[config.mk]
export PLATFORM = sky130hd
export DESIGN_NAME = fifo_thresh_irq
export DESIGN_NICKNAME = d
export VERILOG_FILES = /design/src/rtl/fti_pkg.sv /design/src/rtl/fti_cmp.sv /design/src/rtl/fti_edge_fsm.sv /design/src/rtl/fti_regs.sv /design/src/rtl/fifo_thresh_irq.sv
export SDC_FILE = /design/constraint.sdc
export NUM_CORES = 1
export LEC_CHECK = 0
export ABC_AREA = 1
export BUFFER_PORTS_ARGS = -buffer_cell sky130_fd_sc_hd__buf_4
export CORE_ASPECT_RATIO = 0.6
export CORE_UTILIZATION = 45
export CTS_BUF_LIST = sky130_fd_sc_hd__clkbuf_8
export DETAILED_ROUTE_END_ITERATION = 12
export GPL_TIMING_DRIVEN = 1
export PLACE_DENSITY = 0.7
export SYNTH_ARGS = -nofsm -noshare
export SYNTH_HDL_FRONTEND = slang
export SYNTH_SLANG_ARGS = --single-unit
[constraint.sdc]
create_clock -name clk -period 3.8 [get_ports clk]
set_input_delay 0.19 -clock clk [delete_from_list [all_inputs] [get_ports clk]]
set_output_delay 0.19 -clock clk [all_outputs]
set_load 0.1 [all_outputs]
[src/rtl/fti_pkg.sv]
package fti_pkg;
    localparam int NSRC   = 2;
    localparam int SRC_RX = 0;
    localparam int SRC_TX = 1;

    typedef enum logic [1:0] {
        SEL_RX_THR   = 2'd0,
        SEL_TX_THR   = 2'd1,
        SEL_IRQ_EN   = 2'd2,
        SEL_IRQ_STAT = 2'd3
    } reg_sel_e;

    typedef enum logic {
        SRC_QUIET  = 1'b0,
        SRC_ACTIVE = 1'b1
    } src_state_e;
endpackage

[src/rtl/fti_cmp.sv]
module fti_cmp #(
    parameter int CNT_W = 13,
    parameter bit ABOVE = 1'b1
) (
    input  logic             clk,
    input  logic             rst_n,
    input  logic [CNT_W-1:0] count,
    input  logic [CNT_W-1:0] thresh,
    output logic             flag_q
);
    logic hit;

    generate
        if (ABOVE) begin : g_above
            assign hit = count > thresh;
        end else begin : g_below
            assign hit = count < thresh;
        end
    endgenerate

    always_ff @(posedge clk or negedge rst_n) begin
        if (!rst_n) flag_q <= 1'b0;
        else        flag_q <= hit;
    end
endmodule

[src/rtl/fti_edge_fsm.sv]
module fti_edge_fsm
    import fti_pkg::*;
(
    input  logic clk,
    input  logic rst_n,
    input  logic flag,
    output logic evt
);
    src_state_e state_q, state_d;

    always_comb begin
        state_d = state_q;
        unique case (state_q)
            SRC_QUIET:  if (flag)  state_d = SRC_ACTIVE;
            SRC_ACTIVE: if (!flag) state_d = SRC_QUIET;
            default:    state_d = SRC_QUIET;
        endcase
    end

    always_ff @(posedge clk or negedge rst_n) begin
        if (!rst_n) state_q <= SRC_QUIET;
        else        state_q <= state_d;
    end

    always_comb begin
        evt = 1'b0;
        unique case (state_q)
            SRC_QUIET:  evt = flag;
            SRC_ACTIVE: evt = 1'b0;
            default:    evt = 1'b0;
        endcase
    end

    // a fresh rise of the flag yields an event in that cycle
    p_rise_event_r4: assert property (@(posedge clk) disable iff (!rst_n)
        $rose(flag) |-> evt);
    // one event per rise, never two in a row
    p_single_event_r4: assert property (@(posedge clk) disable iff (!rst_n)
        evt |=> !evt);
endmodule

[src/rtl/fti_regs.sv]
module fti_regs
    import fti_pkg::*;
#(
    parameter int RX_W  = 13,
    parameter int TX_W  = 13,
    parameter int REG_W = 13
) (
    input  logic              clk,
    input  logic              rst_n,
    input  logic              wr,
    input  logic [1:0]        addr,
    input  logic [REG_W-1:0]  wdata,
    input  logic [NSRC-1:0]   evt,
    output logic [RX_W-1:0]   rx_thr,
    output logic [TX_W-1:0]   tx_thr,
    output logic [NSRC-1:0]   en_q,
    output logic [NSRC-1:0]   stat_q,
    output logic [REG_W-1:0]  rdata
);
    logic wr_rx, wr_tx, wr_en, wr_stat;

    assign wr_rx   = wr && (addr == SEL_RX_THR);
    assign wr_tx   = wr && (addr == SEL_TX_THR);
    assign wr_en   = wr && (addr == SEL_IRQ_EN);
    assign wr_stat = wr && (addr == SEL_IRQ_STAT);

    always_ff @(posedge clk or negedge rst_n) begin
        if (!rst_n) begin
            rx_thr <= '1;
            tx_thr <= '0;
            en_q   <= '0;
        end else begin
            if (wr_rx) rx_thr <= wdata[RX_W-1:0];
            if (wr_tx) tx_thr <= wdata[TX_W-1:0];
            if (wr_en) en_q   <= wdata[NSRC-1:0];
        end
    end

    generate
        for (genvar i = 0; i < NSRC; i++) begin : g_stat
            always_ff @(posedge clk or negedge rst_n) begin
                if (!rst_n)                    stat_q[i] <= 1'b0;
                else if (evt[i])               stat_q[i] <= 1'b1;
                else if (wr_stat && wdata[i])  stat_q[i] <= 1'b0;
            end

            // an event latches its bit
            p_event_sets_r4: assert property (@(posedge clk) disable iff (!rst_n)
                evt[i] |=> stat_q[i]);
            // a clear bit stays clear without an event
            p_no_spurious_r4: assert property (@(posedge clk) disable iff (!rst_n)
                (!stat_q[i] && !evt[i]) |=> !stat_q[i]);
            // a one clears when no event collides
            p_w1c_r5: assert property (@(posedge clk) disable iff (!rst_n)
                (wr_stat && wdata[i] && !evt[i]) |=> !stat_q[i]);
            // a zero leaves a set bit alone
            p_zero_keeps_r5: assert property (@(posedge clk) disable iff (!rst_n)
                (wr_stat && !wdata[i] && stat_q[i]) |=> stat_q[i]);
        end
    endgenerate

    always_comb begin
        rdata = '0;
        unique case (addr)
            SEL_RX_THR:   rdata = REG_W'(rx_thr);
            SEL_TX_THR:   rdata = REG_W'(tx_thr);
            SEL_IRQ_EN:   rdata = REG_W'(en_q);
            SEL_IRQ_STAT: rdata = REG_W'(stat_q);
            default:      rdata = '0;
        endcase
    end
endmodule

[src/rtl/fifo_thresh_irq.sv]
module fifo_thresh_irq
    import fti_pkg::*;
#(
    parameter int RX_CNT_W = 13,
    parameter int TX_CNT_W = 13,
    parameter int REG_W    = (RX_CNT_W > TX_CNT_W) ? RX_CNT_W : TX_CNT_W
) (
    input  logic                clk,
    input  logic                rst_n,
    input  logic                reg_wr,
    input  logic [1:0]          reg_addr,
    input  logic [REG_W-1:0]    reg_wdata,
    output logic [REG_W-1:0]    reg_rdata,
    input  logic [RX_CNT_W-1:0] rx_count,
    input  logic [TX_CNT_W-1:0] tx_count,
    output logic                rx_almost_full,
    output logic                tx_almost_empty,
    output logic                irq
);
    logic [RX_CNT_W-1:0] rx_thr;
    logic [TX_CNT_W-1:0] tx_thr;
    logic [NSRC-1:0]     flags, evts, en_q, stat_q;

    fti_cmp #(.CNT_W(RX_CNT_W), .ABOVE(1'b1)) u_rx_cmp (
        .clk(clk), .rst_n(rst_n), .count(rx_count), .thresh(rx_thr),
        .flag_q(flags[SRC_RX])
    );

    fti_cmp #(.CNT_W(TX_CNT_W), .ABOVE(1'b0)) u_tx_cmp (
        .clk(clk), .rst_n(rst_n), .count(tx_count), .thresh(tx_thr),
        .flag_q(flags[SRC_TX])
    );

    generate
        for (genvar i = 0; i < NSRC; i++) begin : g_src
            fti_edge_fsm u_fsm (
                .clk(clk), .rst_n(rst_n), .flag(flags[i]), .evt(evts[i])
            );
        end
    endgenerate

    fti_regs #(.RX_W(RX_CNT_W), .TX_W(TX_CNT_W), .REG_W(REG_W)) u_regs (
        .clk(clk), .rst_n(rst_n), .wr(reg_wr), .addr(reg_addr),
        .wdata(reg_wdata), .evt(evts), .rx_thr(rx_thr), .tx_thr(tx_thr),
        .en_q(en_q), .stat_q(stat_q), .rdata(reg_rdata)
    );

    assign rx_almost_full  = flags[SRC_RX];
    assign tx_almost_empty = flags[SRC_TX];
    assign irq             = |(stat_q & en_q);

    // with every source masked the line stays low
    p_mask_r7: assert property (@(posedge clk) disable iff (!rst_n)
        (en_q == '0) |-> !irq);
    // a collision of set and clear leaves the bit pending
    p_set_wins_r6: assert property (@(posedge clk) disable iff (!rst_n)
        (evts[SRC_RX] && reg_wr && reg_addr == SEL_IRQ_STAT && reg_wdata[SRC_RX])
        |=> stat_q[SRC_RX]);
endmodule

==> Yosys cells after proc, flatten, opt, wreduce, memory -nomap -nowiden <==
Index checks and enable logic that the tools add are counted.
W data, S select, Z words.
{ "word_totals": {"regBits": 34, "out_inout_bits": 16, "elab_cells": 36} }
{ "classes": {"order_cmp": 2, "eq_ne": 3, "mux": 9, "bitwise": 3, "n_reduce_logical": 10} }
{ "op_table": {"columns": ["op", "count"], "rows": [
  ["$pmux W13 S4", 1],
  ["$gt A13 B13 Y1", 1],
  ["$lt A13 B13 Y1", 1],
  ["$logic_and A1 B1 Y1", 6],
  ["$mux W1", 6],
  ["$eq A2 B2 Y1 const B", 2],
  ["$pmux W1 S2", 2],
  ["$reduce_bool A2 Y1", 2],
  ["$and A2 B2 Y2", 1],
  ["$eq A2 B1 Y1 const B", 1],
  ["$logic_not A2 Y1", 1],
  ["$not A1 Y1", 2],
  ["$reduce_or A2 Y1", 1]
]} }

==> Depth between registers and ports, before layout <==
{ "logic_depth": {"depth_word": 5, "depth_mapped": 9, "mapped_depth_nobuf": 9} }

==> Hierarchy <==
Synthesis repeated with hierarchy kept, for this count alone.
{ "hier_totals": {"hier_cells": 315, "area_unflattened_um2": 2323.5} }
{ "by_module_without_submodules": {"columns": ["module", "instances", "cells_per_inst", "area_per_inst_um2", "seq_area_each_um2"], "rows": [
  ["fti_regs", 1, 182, 1488.9, 767.0],
  ["fti_cmp at u_rx_cmp", 1, 65, 391.6, 25.0],
  ["fti_cmp at u_tx_cmp", 1, 59, 361.6, 25.0],
  ["fti_edge_fsm", 2, 3, 35.0, 25.0],
  ["fifo_thresh_irq", 1, 3, 11.3, 0.0]
]} }

==> Worst setup path after synthesis <==
OpenSTA, ideal clock, no wires.
{ "synth_timing": {"path_kind": "input-to-output", "start": "in reg_addr[1]", "end": "out reg_rdata[10]", "t_arrival_ps": 2134, "required_ps": 3610, "path_slack_ps": 1476, "stages": 5, "n_path_buf": 2, "cell_sequence": "buf_6 -> nor2_4 -> inv_2 -> buf_2 -> o22ai_1"} }
{ "synth_via": {"elab_chain_len": 2, "word_cells_on_any_way": 5} }
{ "synth_lines": {"columns": ["element", "line_no", "source"], "rows": [
  ["from (decl)", "fifo_thresh_irq.sv:11", "input logic [1:0] reg_addr,"],
  ["$eq A2 B2 Y1, or another cell as far along", "fti_regs.sv:64", "unique case (addr)"],
  ["$pmux W13 S4 *", "fti_regs.sv:64", null],
  ["to (decl)", "fifo_thresh_irq.sv:13", "output logic [REG_W-1:0] reg_rdata,"]
]} }
Mark *: on every way between the ends. The rest lies on a longest branch, timed or not.

==> Worst setup path after layout <==
{ "layout_timing": {"start": "reg u_regs.rx_thr[5]", "end": "out reg_rdata[5]"} }
{ "layout_via": {"elab_chain_len": 1} }
{ "layout_lines": {"columns": ["element", "line_no", "source"], "rows": [
  ["from (decl)", "fti_regs.sv:14", "output logic [RX_W-1:0] rx_thr,"],
  ["from (signal assigned)", "fti_regs.sv:33", "if (wr_rx) rx_thr <= wdata[RX_W-1:0];"],
  ["$pmux W13 S4", "fti_regs.sv:64", null]
]} }
No other way between the ends.

==> impl_results.md <==
* Yosys top cell area share at 0.2386
* First-pass GRT wire length at 8431 µm
* DRT antenna net count at 0
* Total negative slack at 0 ns
* Buf/Inv on CP at 2
* CTS tree: built
* WS Path Type: flip-flop to output pin
* Hold_sp: reg_wdata[2]
* Worst-path cell chain: inv_1 > o22ai_1 > buf_4
* PortBufs at 59
* Drt drc at 0
* Switching pwr at 546.0 µW
* # hold bufs at CTS at 1
* Synth warn at 0
* Synth Flop Type: dfrtp_1
* Number of synthesized register bits at 34
* Sequential fraction of the synthesis area at 0.3938
* Post-DP Area at 0.002655 mm²
* Maximum VDD drop at 0.2957 mV
* Min-Delay Path Depth at 3
* Hold_ws at 0.1529 ns
* Row cnt at 19
* Post-CTS Setup Bufs at 0
* Startpoint type of the worst setup path: flip-flop
* GR Util All Layers at 0.2175
* Crit path max-delay family: flip-flops
* CP arrival at 1.46 ns
* Max incr delay on CP at 0.54 ns
* Post-DP HPWL at 3950 µm
* Seq pwr share at 0.371
* Core Region at 0.004636 mm²
* Post-synth cell types at 25
* Area leader, netlist: dfrtp_1
* Number of global-route vias before repair at 1790
* Outcome: completed
* Fmax at 606.5 MHz
* Antenna violations before repair at 0
* Worst slew margin at 0.6006
* Hold Crit Class: input port to flip-flop
* Netlist Area Pre-Place at 0.002202 mm²
* Synth-to-layout area growth at 25.34%
* Crit end category: output pin
* Critical register-to-register path startpoint: u_regs.rx_thr[12]$_DFFE_PN1P_
* Num ports at 60
* Share of cells above drive strength 1 at 0.3344
* DIE AREA at 0.005186 mm²
* Post-synth ARST share at 1.000
* Worst slew pin tran at 0.5970 ns
* Grt ovf at 0
* Synthesized instance count at 262
* DR WL/cell at 13.18 µm
* Initial Utilization at 0.4750
* Combinational Power Share at 0.412
* Synth Area in Compound Gates at 0.1841
* Pin count of the biggest net entering global routing at 35
* Antenna Cells at 0
* Clock network power share at 0.217
* CTS clk-pin slew, worst paths at 0.08 ns
* Period minus WS final at 1.649 ns
* Mux cell area share after synthesis at 0
* Number of clock sinks at 34
* Simple-gate portion of the synthesized area at 0.1551
* Final core utilization at 0.5954
* Syn_nets at 331
* Die height at 56.19 µm
* Max clock buf depth at 2
* Post_cts resized at 0
* Worst-Skew Late Latency at 0.29 ns
* Root buf cell: clkbuf_8
* CTS Buf Count at 5
* Worst clock skew at 0.009624 ns
* EDFF count, synth at 0
* Max Slew Vio Count at 0
* Most frequent cell after synthesis: nand2_1
* Final instance area at 0.002760 mm²
* Drt pass-1 iters at 4
* Slowest CP cell: dfstp_2
* Xor/xnor share of the synthesized area at 0
* Sw Share at 0.4207
* Unrepaired setup endpoints after global routing: false
* Initial DRC count at 73
* Die X at 92.31 µm
* Crit Reg-Reg Endpoint: u_rx_cmp.flag_q$_DFF_PN0_
* Top post-synthesis cells by area: dfrtp_1 24%, dfstp_2 16%, ha_1 14%
* Crit Path Max Fanout at 2
* FF-to-FF setup slack at 2.24 ns
* GP Congestion at 0.8485
* H-tree Lvls at 2
* Largest family of logic cells by synthesized area: compound AO/OA/AOI/OAI gates
* Final #Nets at 391
* Via Count at 1842
* Mapped Avg Cell Area at 8.405 µm²
* Leakage power total at 0.001452 µW
* Worst Path Required at 3.61 ns
* Worst r2r path cells at 8
* Synth cell count leaders: 60 x nand2_1, 53 x inv_1, 25 x ha_1, 22 x o21ai_2, 21 x dfrtp_1
* P_int at 751.9 µW
* Number of max-cap violations at 0
* DR vias/cell at 4.772
* Final Cycle Share at 0.4339
* Final setup violation count at 0
* Final hold violations at 0
* Post-Route WL at 5088 µm
* P per Cell Area at 470.2 mW/mm²
* Fraction of the mapped netlist area in adder cells at 0.1420
* Hold path endpoint: u_regs.rx_thr[2]$_DFFE_PN1P_
[sequential cells by signal (all words and copies together) (netlist names)]
| signal | flops |
|---|---|
| u_tx_cmp.flag_q | 1 |
| u_regs.stat_q | 2 |
| u_regs.tx_thr | 13 |
| u_regs.en_q | 2 |
| u_rx_cmp.flag_q | 1 |
| u_regs.rx_thr | 13 |
| g_src.u_fsm.state_q | 2 |
[through the flow]
stage / setup WS (ns) / power, µW / std cells
4_1_cts: 2.159 / 1309 / 386
2_1_floorplan: 1.476 / 878.6 / 262
3_3_place_gp: 2.306 / 1008 / 377
6_report: 2.151 / 1298 / 386
3_5_place_dp: 2.275 / 1020 / 377
5_1_grt: 2.112 / 1384 / 386
[power by group through the flow]
stage          Combinational, µW  Sequential [µW]  Clock (µW)
2_1_floorplan                364              514           0
3_3_place_gp                 523              485           0
3_5_place_dp                 534              486           0
4_1_cts                      537              481         290
5_1_grt                      587              490         308
6_report                     535              481         282
[cell usage in the layout, fill, tap and decap left out, drive strengths merged]
cell type / count
nor2: 10
a22o: 1
inv: 55
nor3: 1
nand3: 8
a21oi: 10
clkbuf: 6
dfrtp: 21
nand4: 1
clkinvlp: 1
nand2: 62
o22ai: 11
buf: 59
clkinv: 1
dlygate4sd3: 1
o21ai: 34
o21a: 1
dfstp: 13
o2111ai: 2
ha: 25
[final cells by class]
cell class	count	area (µm²)
Multi-Input combinational cell	166	1060
Inverter	55	206.4
Timing Repair Buffer	60	452.9
Tap cell	63	78.83
Sequential cell	34	867.1
Fill cell	439	1876
Clock inverter	2	12.51
Clock buffer	6	82.58
[per-layer routing]
metal	vias to the layer above	GRT usage	wire length (µm)
met2	60	0.3079	2036
li1	961	-	-
met4	0	0.06473	68
met3	6	0.06284	268
met1	815	0.3194	2715
met5	-	0	0
[how the worst max path moves through the flow]
stage / startpoint / to / slack [ns] / depth (start not counted)
final: u_regs.rx_thr[5]$_DFFE_PN1P_ / reg_rdata[5] / 2.15 / 3
after global routing: u_regs.rx_thr[2]$_DFFE_PN1P_ / reg_rdata[2] / 2.11 / 3
after CTS: u_regs.rx_thr[5]$_DFFE_PN1P_ / reg_rdata[5] / 2.16 / 3
after detailed placement: u_regs.rx_thr[12]$_DFFE_PN1P_ / u_rx_cmp.flag_q$_DFF_PN0_ / 2.28 / 8
after global placement: u_regs.rx_thr[12]$_DFFE_PN1P_ / u_rx_cmp.flag_q$_DFF_PN0_ / 2.31 / 8
after floorplan: reg_addr[1] / reg_rdata[10] / 1.48 / 5
[worst reg2reg max path, cell delays in order, from the launching register on]
cell and delay (ns):
dfstp_2 0.53, inv_1 0.08, ha_1 0.30, nand2_1 0.07
nor2_1 0.14, inv_1 0.07, nor2_1 0.10, nand2_1 0.06
a21oi_1 0.13
[logic make-up (layout without fill, tap and decap cells)]
| family | Yosys count | in the layout |
|---|---|---|
| AND/OR/NAND/NOR | 82 | 82 |
| AO/OA/AOI/OAI | 59 | 59 |
| buffers and inverters | 62 | 123 |
| adder cells (fa/ha/maj) | 25 | 25 |
| flip-flops | 34 | 34 |
Note: power is estimated with default switching activity, not from simulation.
